**src/rtl/mul32_pkg.sv**
```systemverilog
package mul32_pkg;

    typedef enum logic [1:0] {
        MD_LOW    = 2'd0,
        MD_HI_SS  = 2'd1,
        MD_RSVD   = 2'd2,
        MD_HI_UU  = 2'd3
    } mul_mode_e;

    typedef enum logic [1:0] {
        ST_IDLE   = 2'd0,
        ST_RUN    = 2'd1,
        ST_FINISH = 2'd2
    } mul_state_e;

endpackage

```
**src/rtl/mul32_prep.sv**
```systemverilog
module mul32_prep #(
    parameter int WIDTH = 32
) (
    input  logic [WIDTH-1:0] a_i,
    input  logic [WIDTH-1:0] b_i,
    input  logic             signed_i,
    output logic [WIDTH-1:0] mag_a_o,
    output logic [WIDTH-1:0] mag_b_o,
    output logic             neg_o
);
    logic a_neg;
    logic b_neg;

    // A negative value at the most negative code maps to 2^(WIDTH-1), which
    // still fits the unsigned magnitude field.
    assign a_neg   = signed_i & a_i[WIDTH-1];
    assign b_neg   = signed_i & b_i[WIDTH-1];
    assign mag_a_o = a_neg ? (~a_i + 1'b1) : a_i;
    assign mag_b_o = b_neg ? (~b_i + 1'b1) : b_i;
    assign neg_o   = a_neg ^ b_neg;

endmodule

```
**src/rtl/mul32_engine.sv**
```systemverilog
module mul32_engine #(
    parameter int WIDTH = 32
) (
    input  logic               clk_i,
    input  logic               rst_ni,
    input  logic               load_i,
    input  logic               step_i,
    input  logic [WIDTH-1:0]   mcand_i,
    input  logic [WIDTH-1:0]   mplier_i,
    output logic [2*WIDTH-1:0] prod_o
);
    localparam int PW = 2 * WIDTH;

    logic [PW-1:0]  acc_q;
    logic [WIDTH:0] upper_sum;

    always_comb begin
        if (acc_q[0]) begin
            upper_sum = {1'b0, acc_q[PW-1:WIDTH]} + {1'b0, mcand_i};
        end else begin
            upper_sum = {1'b0, acc_q[PW-1:WIDTH]};
        end
    end

    always_ff @(posedge clk_i or negedge rst_ni) begin
        if (!rst_ni) begin
            acc_q <= '0;
        end else if (load_i) begin
            acc_q <= {{WIDTH{1'b0}}, mplier_i};
        end else if (step_i) begin
            acc_q <= {upper_sum, acc_q[WIDTH-1:1]};
        end
    end

    assign prod_o = acc_q;

endmodule

```
**src/rtl/mul32_unit.sv**
```systemverilog
module mul32_unit
    import mul32_pkg::*;
#(
    parameter int WIDTH = 32
) (
    input  logic             clk_i,
    input  logic             rst_ni,
    input  logic             valid_i,
    input  logic [1:0]       mode_i,
    input  logic [WIDTH-1:0] op_a_i,
    input  logic [WIDTH-1:0] op_b_i,
    output logic [WIDTH-1:0] result_o,
    output logic             done_o
);
    localparam int            PW       = 2 * WIDTH;
    localparam int            CW       = $clog2(WIDTH);
    localparam logic [CW-1:0] LAST_STEP = CW'(WIDTH - 1);

    mul_state_e       state_q, state_d;
    mul_mode_e        mode_q;
    logic [CW-1:0]    step_cnt_q;
    logic [WIDTH-1:0] mcand_q;
    logic             neg_q;
    logic [WIDTH-1:0] result_q;
    logic             done_q;

    logic             accept;
    logic             is_signed;
    logic [WIDTH-1:0] mag_a, mag_b;
    logic             neg;
    logic [PW-1:0]    prod_mag;
    logic [PW-1:0]    prod_final;
    logic [WIDTH-1:0] result_sel;

    assign accept    = (state_q == ST_IDLE) && valid_i;
    assign is_signed = (mul_mode_e'(mode_i) == MD_HI_SS);

    mul32_prep #(.WIDTH(WIDTH)) u_prep (
        .a_i      (op_a_i),
        .b_i      (op_b_i),
        .signed_i (is_signed),
        .mag_a_o  (mag_a),
        .mag_b_o  (mag_b),
        .neg_o    (neg)
    );

    mul32_engine #(.WIDTH(WIDTH)) u_engine (
        .clk_i    (clk_i),
        .rst_ni   (rst_ni),
        .load_i   (accept),
        .step_i   (state_q == ST_RUN),
        .mcand_i  (mcand_q),
        .mplier_i (mag_b),
        .prod_o   (prod_mag)
    );

    // State register.
    always_ff @(posedge clk_i or negedge rst_ni) begin
        if (!rst_ni) begin
            state_q <= ST_IDLE;
        end else begin
            state_q <= state_d;
        end
    end

    // Transitions: IDLE->RUN on accept, RUN->FINISH on last step, FINISH->IDLE.
    always_comb begin
        state_d = state_q;
        unique case (state_q)
            ST_IDLE:   if (valid_i) state_d = ST_RUN;
            ST_RUN:    if (step_cnt_q == LAST_STEP) state_d = ST_FINISH;
            ST_FINISH: state_d = ST_IDLE;
            default:   state_d = ST_IDLE;
        endcase
    end

    // Operand capture and step counting.
    always_ff @(posedge clk_i or negedge rst_ni) begin
        if (!rst_ni) begin
            mode_q     <= MD_LOW;
            mcand_q    <= '0;
            neg_q      <= 1'b0;
            step_cnt_q <= '0;
        end else if (accept) begin
            mode_q     <= mul_mode_e'(mode_i);
            mcand_q    <= mag_a;
            neg_q      <= neg;
            step_cnt_q <= '0;
        end else if (state_q == ST_RUN) begin
            step_cnt_q <= step_cnt_q + 1'b1;
        end
    end

    assign prod_final = neg_q ? (~prod_mag + 1'b1) : prod_mag;

    always_comb begin
        unique case (mode_q)
            MD_LOW:   result_sel = prod_final[WIDTH-1:0];
            MD_HI_SS: result_sel = prod_final[PW-1:WIDTH];
            MD_HI_UU: result_sel = prod_final[PW-1:WIDTH];
            MD_RSVD:  result_sel = '0;
            default:  result_sel = '0;
        endcase
    end

    // Outputs.
    always_ff @(posedge clk_i or negedge rst_ni) begin
        if (!rst_ni) begin
            result_q <= '0;
            done_q   <= 1'b0;
        end else begin
            done_q <= (state_q == ST_FINISH);
            if (state_q == ST_FINISH) begin
                result_q <= result_sel;
            end
        end
    end

    assign result_o = result_q;
    assign done_o   = done_q;

endmodule

```
**config.mk**
```make
export PLATFORM = sky130hd
export DESIGN_NAME = mul32_unit
export DESIGN_NICKNAME = d
export VERILOG_FILES = /design/src/rtl/mul32_pkg.sv /design/src/rtl/mul32_prep.sv /design/src/rtl/mul32_engine.sv /design/src/rtl/mul32_unit.sv
export SDC_FILE = /design/constraint.sdc
export NUM_CORES = 1
export LEC_CHECK = 0
export ABC_CLOCK_PERIOD_IN_PS = 3080
export BUFFER_PORTS_ARGS = -buffer_cell sky130_fd_sc_hd__buf_2
export CAP_MARGIN = 20
export CELL_PAD_IN_SITES_DETAIL_PLACEMENT = 1
export CELL_PAD_IN_SITES_GLOBAL_PLACEMENT = 2
export CORE_ASPECT_RATIO = 1.4
export CORE_MARGIN = 5
export CORE_UTILIZATION = 33
export DETAILED_ROUTE_END_ITERATION = 10
export PLACE_DENSITY_LB_ADDON = 0.1
export SYNTH_ARGS = -nofsm -noshare
export SYNTH_HDL_FRONTEND = slang
export SYNTH_SLANG_ARGS = --single-unit
```
**constraint.sdc**
```tcl
create_clock -name clk_i -period 3.08 [get_ports clk_i]
set_clock_uncertainty 0.2 [all_clocks]
set_input_delay 0.308 -clock clk_i [delete_from_list [all_inputs] [get_ports clk_i]]
set_output_delay 0.308 -clock clk_i [all_outputs]
set_load 0.03 [all_outputs]
```
* Word-level counts from Yosys, hierarchy flattened *
Cells that the tools add are included.
W data, S select, Z words.

storage, ports and cells
  flip-flop bits (word level) = 139
  latch bits = 0
  bits in writable memories = 0
  bits in read-only memories = 0
  bits of input ports = 69
  output and inout port bits = 33
  word-level logic and storage cells = 46
  memories kept = 0

operators by class
  add/sub/neg operators = 5
  $mul = 0
  div/mod/pow operators = 0
  order comparisons = 0
  equality and inequality tests = 9
  shift-type cells = 0
  muxes and demuxes = 12
  bitwise operators = 6
  reduce and logical (&&, ||, !) cells = 6

operators with widths
  kind                     count
  $mux W64                 3
  $pmux W32 S3             1
  $add A32 B1 Y32 const B  2
  $add A64 B1 Y64 const B  1
  $mux W32                 2
  $not A32 Y32             2
  $not A64 Y64             1
  $add A32 B32 Y33         1
  $mux W33                 1
  $mux W5                  2
  $eq A2 B1 Y1 const B     3
  $eq A2 B2 Y1 const B     3
  $add A5 B1 Y5 const B    1
  $eq A5 B5 Y1 const B     1
  $logic_not A2 Y1         2
  $mux W2                  2
  $ne A2 B2 Y1 const B     2
  $pmux W2 S2              1
  $and A1 B1 Y1            2
  $reduce_and A2 Y1        1
  $reduce_bool A2 Y1       1
  $reduce_or A2 Y1         1
  $logic_and A1 B1 Y1      1
  $xor A1 B1 Y1            1

* Logic depth before layout (Yosys ltp) *
Gate-level depths: netlist of run 1.

  word-level depth = 4
  gate-level depth with buffers = 11
  depth with buffers taken out = 11

* Modules after synthesis *
Synthesis of run 1 repeated with hierarchy kept, for this count alone.

unflattened totals
  cells, all modules = 1,367
  area total of the unflattened synthesis = 11,534.8 µm²

modules (own cells, without submodules)
  module        instances  cells each  area an instance (µm²)  seq. area each (µm²)
  mul32_unit    1          551         4,988.5                 1,876.8
  mul32_engine  1          582         4,959.8                 1,601.5
  mul32_prep    1          234         1,586.5                 0.0

* Worst setup path before layout of run 1 *
OpenSTA, ideal clock, no wires.

  path kind = register to register
  from = register u_engine.acc_q[0], in the netlist u_engine.prod_o[0]
  to = register result_q[20], in the netlist result_o[20]
  setup time = 126 ps
  arrival time = 2,755 ps
  data required time = 2,754 ps
  path slack = -1 ps
  stages on the path, launching flop included = 11
  path buffers = 1
  clock period less this slack = 3,081 ps
  cells stage by stage = dfrtp_1 clkbuf_1 inv_2 ha_1 or3b_2 nor4_2 nand4_1 o41ai_1 xnor2_1 a221oi_1 nor2_1

on the way
  word-level cells in the longest chain between the ends = 4

RTL lines
  what                    RTL line            text
  start, declared         mul32_engine.sv:14  logic [PW-1:0] acc_q;
  start signal, assigned  mul32_engine.sv:29  acc_q <= {{WIDTH{1'b0}}, mplier_i};
  start signal, assigned  mul32_engine.sv:31  acc_q <= {upper_sum, acc_q[WIDTH-1:1]};
  $not A64 Y64            mul32_unit.sv:94    assign prod_final = neg_q ? (~prod_mag + 1'b1) : prod_mag;
  $add A64 B1 Y64         mul32_unit.sv:94
  $mux W64                mul32_unit.sv:94
  $pmux W32 S3            mul32_unit.sv:97    unique case (mode_q)
  end signal, assigned    mul32_unit.sv:114   result_q <= result_sel;
  end, declared           mul32_unit.sv:24    logic [WIDTH-1:0] result_q;

No other way between the ends.
A chain may end at the register's enable or synchronous reset.

* Worst setup path after layout of run 1 *
  from = register u_engine.acc_q[33], in the netlist u_engine.prod_o[33]
  to = register result_q[16], in the netlist result_o[16]

Same word-level chain as after synthesis.

==> flow_summary.toml, run 1 <==
[outcome]
outcome = "complete, but fails checks"
failed_checks = "negative setup slack"

[placed_design]
postPlaceCellArea_mm2 = 0.0120
port_buffers = 101
routabilityCongestion = 0.869
dp.cells = 1787
hpwl_um = 31900

[sta]
worstMarginPinSlew_ps = 697
final.min_clock_period_ps = 3080
rsz0062_at_grt = "true"
fin_crit_sh_pct = 100
slew_headroom_pct = 53.5
fin_ws_ps = -1.38
max_clock_freq_ghz = 0.325
final_max_slew_viol_count = 0
final-setup-viol-count = 1
hold_viol = 0
hold-worst-slack_ps = 7.38

[worst_hold_path]
hp-start = "op_b_i[29]"
hp-class = "in2reg"
holdPathEnd = "u_engine.prod_o[29]"
hold_depth = 3

[routing]
dr.pass1.iters = 5
routedWlPerCell_um = 21.7
drc = 0
ant_nets = 0
top_layer = "met4"
vias = 10300
avgViaCountPerCell = 5.55
drtIter0Drc = 507
met1_length_um = 15900
wl_um = 40200
wl_met3_um = 880
wl_met2_um = 21800

[synthesis]
yosys_most_used_dff = "dfrtp_1"
synthArstFlopShare_pct = 100
yosys_warnings = 0
ys_top_cells_by_count = "o21ai_0, dfrtp_1, nand2_1, nor2_1, xnor2_1"
yosysTopAreaCell = "dfrtp_1"
ys_ff_latch = 139
seq_area_frac_synth_pct = 34.1
synthTopCellsByArea = "dfrtp_1, o21ai_0, xnor2_1"
syn-num-nets = 1340
synthMostInstantiatedCell = "o21ai_0"
synthCells = 1233
synth.avg_cell_area_um2 = 8.27
syn_area_mm2 = 0.0102
synth_edf_count = 0
synth_top_area_share_pct = 34.1
synth_cell_types = 69

[layout]
nFillCells = 3652
fin_area_mm2 = 0.0132
layout-drive-gt1-share_pct = 22.7
area_growth_pct = 29.7
fin_cells = 1854
fin_nets = 1558
n_antenna_cell = 0

[job]
max_cap_viol_count = 0

[cts]
cts_tree = "built"
cts_sinks = 139
cts_buffers = 17
cts_max_path_buffers = 2
cts_root_buf = "clkbuf_16"
htreeDepth = 4
path_clk_slew_ps = 60
clk_latency_ps = 460

[die]
die_w_um = 159
dieHeight_um = 218
core_area_mm2 = 0.0306
dieArea_mm2 = 0.0346
fp-row-count = 76
start_util_pct = 33.3
ios = 102

[power]
leakage_uw = 0.00563
power_uw = 14200
ir_drop_v = 0.000343
p_per_area_mw_per_mm2 = 1070

[critical_path]
r2r_end = "result_o[16]"
cp-end-kind = "flip-flop"
cpMostUsedCell = "or4_4"
critPathLaunchType = "flip-flop"
worst-setup-path-type = "reg2reg"
ff2ff_setup_slack_ps = -1
required_ps = 3210
crit_chain = "buf_4 -> or4_4 -> nand2b_1 -> or4_4 -> buf_6 -> o31ai_4 -> xnor2_1 -> a221oi_2 -> nor2_1"
cp.arrival_ps = 3210
rr_startpoint = "u_engine.prod_o[33]"
max_stage_delay_ps = 580
worst-path-max-fanout = 4
crit_slowest_cell = "or4_4"
reg2reg_depth = 9

[grt]
grt_overflow = 0
grt_max_degree = 78
grt_pass1_vias = 11200
antenna_found_initial = 0
grt_pass1_wl_um = 64000
grt.total_usage_pct = 24.0
==> worst max-delay path by stage <==
stage	from	to	depth (start not counted)
global route	u_engine.prod_o[9]	result_o[20]	9
floorplan	u_engine.prod_o[0]	result_o[18]	10
CTS	u_engine.prod_o[9]	result_o[16]	9
finish	u_engine.prod_o[33]	result_o[16]	9
global placement	u_engine.prod_o[36]	result_o[31]	10
detailed placement	u_engine.prod_o[36]	result_o[31]	10
==> cells by family (layout without fill, tap and decap cells) <==
family	count (synthesis)	after routing	share of synthesized area, %
XOR/XNOR	140	140	12.0
flip-flops	139	139	34.1
AND/OR/NAND/NOR	400	400	19.5
adder cells (fa/ha/maj)	38	38	4.73
multiplexers	5	5	0.491
buffers and inverters	102	333	3.85
AO/OA/AOI/OAI	409	409	25.3
==> routing by layer <==
metal	GRT usage (%)	vias up
li1	-	4962
met1	27.0	5097
met2	44.0	166
met3	2.92	69
met4	11.2	0
met5	0	-
==> per-stage QoR <==
| stage | TNS, ps | worst slack, ps | util, % |
|---|---|---|---|
| 5_1_grt | -158 | -68.3 | 43.2 |
| 3_3_place_gp | -1210 | -379 | 39.3 |
| 6_report | -1.38 | -1.38 | 43.2 |
| 3_5_place_dp | -1520 | -417 | 39.3 |
| 2_1_floorplan | 0 | 31.0 | - |
| 4_1_cts | -5.91 | -5.91 | 42.6 |
==> state kept, by name (all words and copies together), names as in the netlist <==
| signal | count |
|---|---|
| done_o | 1 |
| mcand_q | 32 |
| mode_q | 2 |
| neg_q | 1 |
| result_o | 32 |
| state_q | 2 |
| step_cnt_q | 5 |
| u_engine.prod_o | 64 |
==> worst max-delay path: cells and delay by family, from the launching register on <==
family	cells	cell delay [ps]
and+or+nand+nor	4	1360
AOI/OAI and AO/OA	2	550
DFF	1	410
buffers and inverters	2	310
xor gates and xnor gates	1	120
==> power breakdown <==
group          internal [uW]  switching, uW
registers               2580            793
logic                   3500           5070
clock network           1360            853
total                   7440           6710
==> cell usage in the layout, fill, tap and decap left out, types with 10 or more instances in the layout <==
cell	count
a21o_1	12
a21oi_1	64
a22oi_1	47
a31oi_1	13
buf_2	100
buf_4	139
clkbuf_16	17
dfrtp_1	139
dlygate4sd3_1	32
ha_1	35
inv_1	23
nand2_1	137
nand2b_1	15
nand3_1	25
nand4_1	14
nor2_1	83
nor3_1	26
nor4_1	12
o21a_1	10
o21ai_0	150
o31ai_1	24
o41ai_1	12
or3_1	14
or4_1	14
xnor2_1	76
xor2_1	64
==> area by class of cell <==
| type | instances | area (um^2) | share of cell area (%) |
|---|---|---|---|
| Multi-Input combinational cell | 992 | 6580 | 49.8 |
| Sequential cell | 139 | 3480 | 26.3 |
| Timing Repair Buffer | 277 | 1970 | 14.9 |
| Tap cell | 390 | 488 | 3.69 |
| Clock buffer | 22 | 484 | 3.66 |
| Clock inverter | 10 | 139 | 1.05 |
| Inverter | 24 | 90.1 | 0.681 |
==> what timing repair did <==
item,in CTS,in global routing
setup endpoints to repair,14,36
hold endpoints to repair,97,0
gates resized for setup,11,37
pin swaps,5,11
buffers inserted,2,1
hold buffers,32,0
No activity file was read; power rests on OpenSTA's default activity.
==> inputs of run 2 (changes only) <==
- ABC_CLOCK_PERIOD_IN_PS: 3080 -> 2470
- HOLD_SLACK_MARGIN: default -> 0.02
- clock period: 3.08 -> 2.47 ns (I/O delays scaled with it)
==> run 2 against run 1 <==
  * The run still ends with negative setup slack left
  * Total power up 58%
  * Via count up 9.3%
  * Fmax up 5.3%
  * Non-clock buffer count up 201
  * Sequential power up 26%
  * Flip-flop and latch count unchanged
  * Count of clock-buffer cells in the layout down 4
  * Register-to-register slack worse by 450 ps
  * First-iteration DRC count down 2.4%
  * Sequential share of layout area down 4.9 points
  * Critical endpoint unchanged
  * Largest cell class unchanged
  * Largest power group unchanged
  * Highest routed layer unchanged
==> flow_summary.toml, run 2 (synthesis gave the netlist of run 1 again) <==
[outcome]
outcome = "complete, but fails checks"
failed_checks = "negative setup slack"

[cts]
cts_buffers = 17
cts_max_path_buffers = 2
htreeDepth = 4
clk_latency_ps = 450
cts_root_buf = "clkbuf_16"
cts_tree = "built"
path_clk_slew_ps = 60
cts_sinks = 139

[critical_path]
required_ps = 2600
ff2ff_setup_slack_ps = -460
cp.arrival_ps = 3060
reg2reg_depth = 9
r2r_end = "result_o[16]"
critPathLaunchType = "flip-flop"
worst-setup-path-type = "reg2reg"
cp-end-kind = "flip-flop"
rr_startpoint = "u_engine.prod_o[11]"
worst-path-max-fanout = 4

[placed_design]
hpwl_um = 33300
postPlaceCellArea_mm2 = 0.0133
port_buffers = 101
routabilityCongestion = 0.911

[layout]
mostFrequentLayoutCells = "buf_4, nand2_1, dfrtp_1, o21ai_0, buf_2"
nFillCells = 3521
largest_reg_flops = 64
layout-drive-gt1-share_pct = 40.7
layout_commonest_cell = "buf_4"
utilization_pct = 53.3
area_growth_pct = 59.8
fin_area_mm2 = 0.0163
fin_nets = 1759
n_antenna_cell = 0

[die]
dieArea_mm2 = 0.0346
ios = 102
dieHeight_um = 218
core_area_mm2 = 0.0306
die_w_um = 159
fp-row-count = 76
start_util_pct = 33.3

[sta]
max_clock_freq_ghz = 0.342
final.min_clock_period_ps = 2930
fin_ws_ps = -456
hold_viol = 0
tns_ps = -11860
slew_headroom_pct = 43.9
final_max_slew_viol_count = 0
fin_crit_sh_pct = 118
rsz0062_at_grt = "true"
worstMarginPinSlew_ps = 840
final-setup-viol-count = 51

[job]
max_cap_viol_count = 0

[worst_hold_path]
hold_depth = 3
hp-start = "op_b_i[10]"
hp-class = "in2reg"
holdPathEnd = "u_engine.prod_o[10]"

[grt]
grt_pass1_vias = 11900
grt_overflow = 0
grt_pass1_wl_um = 67400
grt.total_usage_pct = 25.4
grt_max_degree = 78
antenna_found_initial = 0

[routing]
wl_um = 44500
routedWlPerCell_um = 21.7
ant_nets = 0
avgViaCountPerCell = 5.48
drtIter0Drc = 495
drc = 0
dr.pass1.iters = 5
vias = 11300

[power]
leakage_uw = 0.00706
p_per_area_mw_per_mm2 = 1380
ir_drop_v = 0.000504
-- run 2: layer usage --
| layer | global-route usage (%) | wire length (um) | vias up |
|---|---|---|---|
| met5 | 0 | 0 | - |
| met4 | 10.6 | 1580 | 0 |
| met3 | 2.32 | 1090 | 63 |
| met2 | 48.5 | 24800 | 217 |
| met1 | 27.9 | 17000 | 5631 |
| li1 | - | - | 5341 |
-- run 2: where the power goes --
group,total (uW),internal (uW),switching (uW)
Clock,3060,2010,1050
Combinational,15100,7070,8060
Sequential,4240,3240,1000
-- run 2: stage by stage --
step                power, uW  cells  worst slack [ps]  hold slack, ps
floorplan               10500   1233              -288            -249
global placement        16100   1923              -638            7.95
detailed placement      16300   1923              -677            6.06
CTS                     21300   2031              -418            22.0
global route            23700   2053              -546            39.4
finish                  22400   2053              -456            43.7
-- run 2: cell type report --
cell class | count | area [um^2] | area share (%)
flip-flops and latches | 139 | 3490 | 21.4
well taps | 390 | 488 | 2.99
repair buffers | 478 | 3690 | 22.6
clock buffers | 18 | 439 | 2.69
multi-input cells | 992 | 7860 | 48.2
inverters | 24 | 95.1 | 0.583
clock inverters | 12 | 245 | 1.50
-- run 2: worst max-delay path, cell delays in order (launching register included) --
cell	delay, ps
dfrtp_1	380
or4_4	590
nor4b_4	280
buf_4	190
nand3_2	90
or4_4	480
o31ai_4	240
xnor2_1	100
a221oi_2	210
nor2_1	60
-- run 2: worst max-delay path by stage --
stage                             start      endpoint  cells after the start
finish              u_engine.prod_o[11]  result_o[16]                      9
global route        u_engine.prod_o[11]  result_o[16]                      9
CTS                 u_engine.prod_o[11]  result_o[16]                      9
detailed placement  u_engine.prod_o[10]   result_o[0]                      9
global placement    u_engine.prod_o[10]   result_o[0]                      9
floorplan           u_engine.prod_o[10]  result_o[16]                      8
-- run 2: repair_timing --
| item | CTS | global route |
|---|---|---|
| endpoints found under the hold margin | 189 | 0 |
| hold buffers | 50 | 0 |
| pin swaps | 107 | 114 |
| buffers inserted | 35 | 27 |
| setup endpoints to repair | 52 | 75 |
| resized for setup | 198 | 107 |
